===== src/rtl/pdma_slice_arb.sv =====
module pdma_slice_arb #(
  parameter int FRAME_HS = 7500,
  parameter int FRAME_FS = 60000,
  localparam int LMAX = (FRAME_HS > FRAME_FS) ? FRAME_HS : FRAME_FS,
  localparam int CW = $clog2(LMAX)
) (
  input  logic          clk,
  input  logic          rst_n,
  input  logic          sof,
  input  logic          hs_mode,
  input  logic [1:0]    budget_sel,
  input  logic          sg_mode,
  input  logic          per_active,
  input  logic          per_req,
  input  logic          np_req,
  input  logic          burst_act,
  output logic [1:0]    grant,
  output logic [CW-1:0] elapsed,
  output logic          in_window
);

  localparam logic [1:0] G_NONE = 2'b00;
  localparam logic [1:0] G_PER  = 2'b01;
  localparam logic [1:0] G_NP   = 2'b10;

  logic [CW:0] frame_len, quarter, half, thresh;
  logic [1:0]  nxt_grant;
  logic        np_last;

  assign frame_len = hs_mode ? (CW+1)'(FRAME_HS) : (CW+1)'(FRAME_FS);
  assign quarter   = frame_len >> 2;
  assign half      = frame_len >> 1;

  always_comb begin
    case (budget_sel)
      2'b01:   thresh = half;
      2'b10:   thresh = half + quarter;
      default: thresh = quarter;
    endcase
  end

  assign in_window = sg_mode && per_active && ({1'b0, elapsed} < thresh);

  always_ff @(posedge clk or negedge rst_n) begin
    if (!rst_n)
      elapsed <= '0;
    else if (sof)
      elapsed <= '0;
    else if ({1'b0, elapsed} < frame_len - 1'b1)
      elapsed <= elapsed + 1'b1;
  end

  always_comb begin
    nxt_grant = G_NONE;
    if (burst_act)
      nxt_grant = grant;
    else if (!sg_mode) begin
      if (per_req && np_req) nxt_grant = np_last ? G_PER : G_NP;
      else if (per_req)      nxt_grant = G_PER;
      else if (np_req)       nxt_grant = G_NP;
    end else if (in_window) begin
      if (per_req)           nxt_grant = G_PER;
      else if (np_req)       nxt_grant = G_NP;
    end else begin
      if (np_req)            nxt_grant = G_NP;
      else if (per_req)      nxt_grant = G_PER;
    end
  end

  always_ff @(posedge clk or negedge rst_n) begin
    if (!rst_n) begin
      grant   <= G_NONE;
      np_last <= 1'b1;
    end else begin
      grant <= nxt_grant;
      if (nxt_grant == G_NP)       np_last <= 1'b1;
      else if (nxt_grant == G_PER) np_last <= 1'b0;
    end
  end

  p_onehot_r10: assert property (@(posedge clk) disable iff (!rst_n)
    $onehot0(grant));

  p_idle_r10: assert property (@(posedge clk) disable iff (!rst_n)
    (!burst_act && !per_req && !np_req) |=> (grant == G_NONE));

  p_sof_clear_r2: assert property (@(posedge clk) disable iff (!rst_n)
    sof |=> (elapsed == '0));

  p_hold_r9: assert property (@(posedge clk) disable iff (!rst_n)
    burst_act |=> $stable(grant));

  p_per_first_r5: assert property (@(posedge clk) disable iff (!rst_n)
    (in_window && per_req && !burst_act) |=> (grant == G_PER));

  p_np_first_r6: assert property (@(posedge clk) disable iff (!rst_n)
    (sg_mode && !in_window && np_req && !burst_act) |=> (grant == G_NP));

endmodule


===== config.mk =====
export PLATFORM = sky130hd
export DESIGN_NAME = pdma_slice_arb
export DESIGN_NICKNAME = d
export VERILOG_FILES = /design/src/rtl/pdma_slice_arb.sv
export SDC_FILE = /design/constraint.sdc
export NUM_CORES = 1
export LEC_CHECK = 0
export BUFFER_PORTS_ARGS = -buffer_cell sky130_fd_sc_hd__buf_4
export CAP_MARGIN = 25
export CORE_MARGIN = 4
export CORE_UTILIZATION = 30
export CTS_CLUSTER_DIAMETER = 80
export DETAILED_ROUTE_END_ITERATION = 7
export MAX_ROUTING_LAYER = met4
export PLACE_DENSITY = 0.52
export SLEW_MARGIN = 15
export SYNTH_ARGS = -nofsm -noshare
export SYNTH_HDL_FRONTEND = slang
export SYNTH_SLANG_ARGS = --single-unit
export TNS_END_PERCENT = 50

===== constraint.sdc =====
create_clock -name clk -period 2.3 [get_ports clk]
set_input_delay 0.115 -clock clk [delete_from_list [all_inputs] [get_ports clk]]
set_output_delay 0.115 -clock clk [all_outputs]
set_load 0.01 [all_outputs]

**Word-level counts from Yosys, hierarchy flattened**

Cells that the tools add are included.

- Input bits: 11
- Output and inout port bits: 19
- Register bits: 19
- Word-level logic and storage cells: 32

- $add $sub $neg: 3
- Eq/ne operators: 4
- Mux-type cells: 15
- Reduce and logical (&&, ||, !) cells: 5
- $lt $le $gt $ge: 2

Operators by type and width:

| operator | count |
|---|---|
| 16-bit 2-to-1 mux | 3 |
| 16-bit by 17-bit < comparator with 1-bit output | 2 |
| 17-bit case mux with 2 select lines | 1 |
| 16-bit by 1-bit subtractor with 17-bit output (second input constant) | 1 |
| 15-bit by 14-bit adder with 16-bit output | 1 |
| 16-bit by 1-bit adder with 16-bit output (second input constant) | 1 |
| 2-bit 2-to-1 mux | 8 |
| 2-bit by 1-bit equality test with 1-bit output (second input constant) | 2 |
| 2-bit equality test (second input constant) | 2 |
| 2-bit nonzero test | 2 |
| 1-bit logical AND | 3 |
| 1-bit 2-to-1 mux | 3 |

**Longest topological paths before layout**

- Depth in word-level cells: 11
- Depth in mapped cells: 16

**Worst setup path after synthesis**

Ideal clock, no wire load.

- Kind: input to register
- Start: in budget_sel[0]
- End: reg np_last
- Arrival: 2766 ps
- Stages: 15
- Path slack: -549 ps
- Path through: inv_1 > ha_1 > buf_2 > inv_1 > nor2_1 > nor2_1 > ha_1 > a21oi_1 > nor2b_1 > o311ai_0 > o2111ai_1 > and3_1 > o31a_1 > ha_1 > mux2_2

- Longest elaborated chain between the ends: 9
- Elaborated cells between the ends (all ways): 12
- Those cells by class: order compare: 1; eq/ne: 4; mux: 5; reduce/logical: 2

RTL lines:

| element | line | RTL |
|---|---|---|
| start, declared | 11 | `input logic [1:0] budget_sel,` |
| 2-bit equality test / 2-bit by 1-bit equality test with 1-bit output (equally long branches) | 35 | `case (budget_sel)` |
| 17-bit case mux with 2 select lines * | 35 |  |
| 16-bit by 17-bit < comparator with 1-bit output * | 42 | `assign in_window = sg_mode && per_active && ({1'b0, elapsed} < thresh);` |
| 1-bit logical AND * | 42 |  |
| 2-bit 2-to-1 mux * | 61 | `end else if (in_window) begin` |
| 2-bit 2-to-1 mux * | 57 | `else if (!sg_mode) begin` |
| 2-bit 2-to-1 mux * | 55 | `if (burst_act)` |
| 2-bit equality test / 2-bit by 1-bit equality test with 1-bit output (equally long branches) | 76, 77 |  |
| 1-bit 2-to-1 mux / 2-bit nonzero test (equally long branches) | -- |  |
| end signal, assigned | 73 | `np_last <= 1'b1;` |
| end signal, assigned | 76 | `if (nxt_grant == G_NP) np_last <= 1'b1;` |
| end signal, assigned | 77 | `else if (nxt_grant == G_PER) np_last <= 1'b0;` |
| end, declared | 28 | `logic np_last;` |

Every way passes the cells marked *; elsewhere a longest branch is shown, timed or not.
A chain may end at the register's enable or synchronous reset.

**Final worst setup path**

- Start: in budget_sel[1]
- End: reg np_last

The elaborated chain is that of the path after synthesis.

==> impl_metrics.json <==
{
  "crit_type": "primary input to register",
  "fin_nets": 309,
  "setup_viol": 2,
  "crit_chain": "buf_8 > ha_4 > buf_12 > nor2b_4 > nor2_4 > ha_4 > a21oi_4 > nor2b_4 > o311ai_4 > o2111ai_4 > and3_4 > o31a_1 > ha_1 > mux2_4",
  "grt_start_max_net_pins": 20,
  "syn_area_um2": 1770,
  "final_util": 0.500,
  "synth-compound-area-share": 0.211,
  "crit_arrival_ps": 2820,
  "synth_edf_count": 0,
  "yosys.cell_types.count": 47,
  "io_pins": 30,
  "drtIter0Drc": 67,
  "avgSynthCellArea_um2": 8.96,
  "first_pass_iters": 4,
  "p_per_area_nw_per_um2": 334,
  "drc": 0,
  "start_util": 0.316,
  "hp-start": "burst_act",
  "synth.top_cell.area_share": 0.254,
  "die_area_um2": 7210,
  "diodes": 0,
  "period_share": 1.14,
  "die_w_um": 84.9,
  "failed_checks": "negative setup slack",
  "io_buffers": 29,
  "cp_max_fo": 5,
  "vias_per_cell": 5.12,
  "cts-root-buf": "clkbuf_8",
  "fmax_mhz": 382,
  "hold_violations": 0,
  "yosysTopAreaCell": "dfrtp_1",
  "synthArstFlopShare": 1.00,
  "cts_tree": "done",
  "synthSimpleGateAreaFrac": 0.222,
  "synth_top_family_by_area": "simple AND/OR/NAND/NOR gates",
  "drive_gt1_frac": 0.519,
  "slowest_delay_ps": 310,
  "power.leakage_uw": 0.00125,
  "syn_nets": 238,
  "clock-sinks": 19,
  "synth_warnings": 0,
  "grt_overflow": 0,
  "worst_pin_slew_ps": 574,
  "clk_pin_slew_ps": 80,
  "postRouteAntennaNets": 0,
  "end_kind": "register",
  "vias": 1740,
  "crit_slowest_cell": "ha_1",
  "grt_use_total": 0.150,
  "synth_xor_area_frac": 0.0247,
  "fin_crit_ps": 2620,
  "ys_seq_area_frac": 0.269,
  "startpoint": "budget_sel[1]",
  "antenna_found_initial": 0,
  "required_ps": 2500,
  "final_max_slew_viol_count": 0,
  "synth-seq-cells": 19,
  "irDropWorstVdd_v": 0.000212,
  "synth.most_common_cell": "ha_1",
  "wl_per_cell_um": 16.5,
  "finClkSkew_ps": 5.36,
  "syn2layout_area_growth_pct": 58.0,
  "grt_pass1_vias": 1698,
  "startpoint_type": "primary input",
  "grt_pass1_wl_um": 8410,
  "place_congestion": 0.851,
  "timing.final.ws_setup_ps": -321,
  "core_um2": 5610,
  "die_h_um": 84.9,
  "syn_inst": 198,
  "hp-class": "primary input to register",
  "cts_made_buffers": 3,
  "rsz0062_at_grt": "yes",
  "routed_wl_um": 5610,
  "maxCapViolations": 0,
  "synth.mux.area_fraction": 0.0310,
  "synth_area_leaders": "dfrtp_1 25%, ha_1 20%, nor2_1 5.1%, a21oi_1 3.9%, nand2_1 3.4%",
  "total_power_uw": 936,
  "htree_num_levels": 1,
  "dp_hpwl_um": 4060,
  "synth_top_cells_by_count": "29 x ha_1, 24 x nor2_1, 18 x dfrtp_1, 16 x nand2_1, 14 x a21oi_1",
  "num_rows": 27,
  "setup_tns_ps": -328,
  "slew_headroom": 0.614,
  "synthAdderAreaFrac": 0.205,
  "synth_ff_type": "dfrtp_1",
  "nFillCells": 559,
  "cts.path.max_buffers": 2,
  "outcome": "finished with violations",
  "clk_latency_ps": 260,
  "rr_startpoint": "elapsed[10]"
}
## worst max-delay path: cells and delay by family
kind                       cells  cell delay (ps)
AOI/OAI and AO/OA              4              880
adders and majority gates      3              810
muxes                          1              300
buffers and inverters          2              230
and+or+nand+nor                4              460
## cell usage in the layout (no fill, tap or decap), drive strengths merged, types with 3 or more instances in the layout
cell type	count
o31ai	3
nor2b	5
dfrtp	18
and2	4
and3	4
xor2	5
a21o	6
nor2	24
nand3	8
nand4	3
ha	29
mux2	4
buf	70
inv	7
a21oi	15
nand2	16
o21ai	11
or3	6
clkbuf	3
a211oi	4
## cell families after synthesis
group | count (synthesis)
buf+inv | 12
mux | 5
simple gates | 77
flops | 19
xor+xnor | 5
compound gates | 51
fa+ha+maj | 29
## cell type report
class                      instances  area (um2)  area share
inverter                           7        36.3      0.0129
clock buffer                       3        41.3      0.0147
sequential                        19         477       0.170
clock inverter                     1        7.51     0.00268
timing repair buffer              71         586       0.209
multi-input combinational        167        1570       0.559
tap                               72        90.1      0.0321
## flip-flops by register name (all words and copies together), names as in the netlist
| register | flops |
|---|---|
| elapsed | 16 |
| grant | 2 |
| np_last | 1 |
## metal layers
metal  track usage  share of wire
met1         0.199           0.46
met2         0.244           0.51
met3       0.00971          0.018
met4        0.0475         0.0082
met5             -              0
## final timing paths
check / depth (start not counted) / endpoint / slack [ps]
setup / recovery: 14 / np_last / -320
hold / removal: 2 / grant[1] / 70
setup reg to reg: 9 / np_last / -250
hold reg to reg: 2 / grant[0] / 540
max in group asynchronous: 2 / np_last / 1770
min in group asynchronous: 2 / elapsed[13] / 260
## per-stage QoR
stage / hold WS (ps) / instances / area [um2] / setup slack, ps
floorplan: -181 / 198 / 1800 / -392
global placement: 18.3 / 328 / 2310 / -731
detailed placement: 19.3 / 328 / 2310 / -776
CTS: 64.6 / 336 / 2460 / -297
global route: 58.0 / 340 / 2800 / -381
finish: 68.4 / 340 / 2800 / -321
## report_power, final
part           total [uW]  internal (uW)  leakage [uW]  switching, uW
Clock                 252            122     0.0000217            130
Sequential            361            351      0.000257           10.4
Combinational         323            160      0.000973            163
Total                 936            633       0.00125            303
## what timing repair did
| action | in CTS | in global routing |
|---|---|---|
| cloned | 0 | 0 |
| buffers inserted | 4 | 5 |
| endpoints found under the hold margin | 19 | 0 |
| endpoints found under the setup margin | 7 | 13 |
| pin swaps | 8 | 23 |
| hold buffers | 1 | 0 |
| gates resized for setup | 18 | 57 |
(Power assumes the default switching activity.)
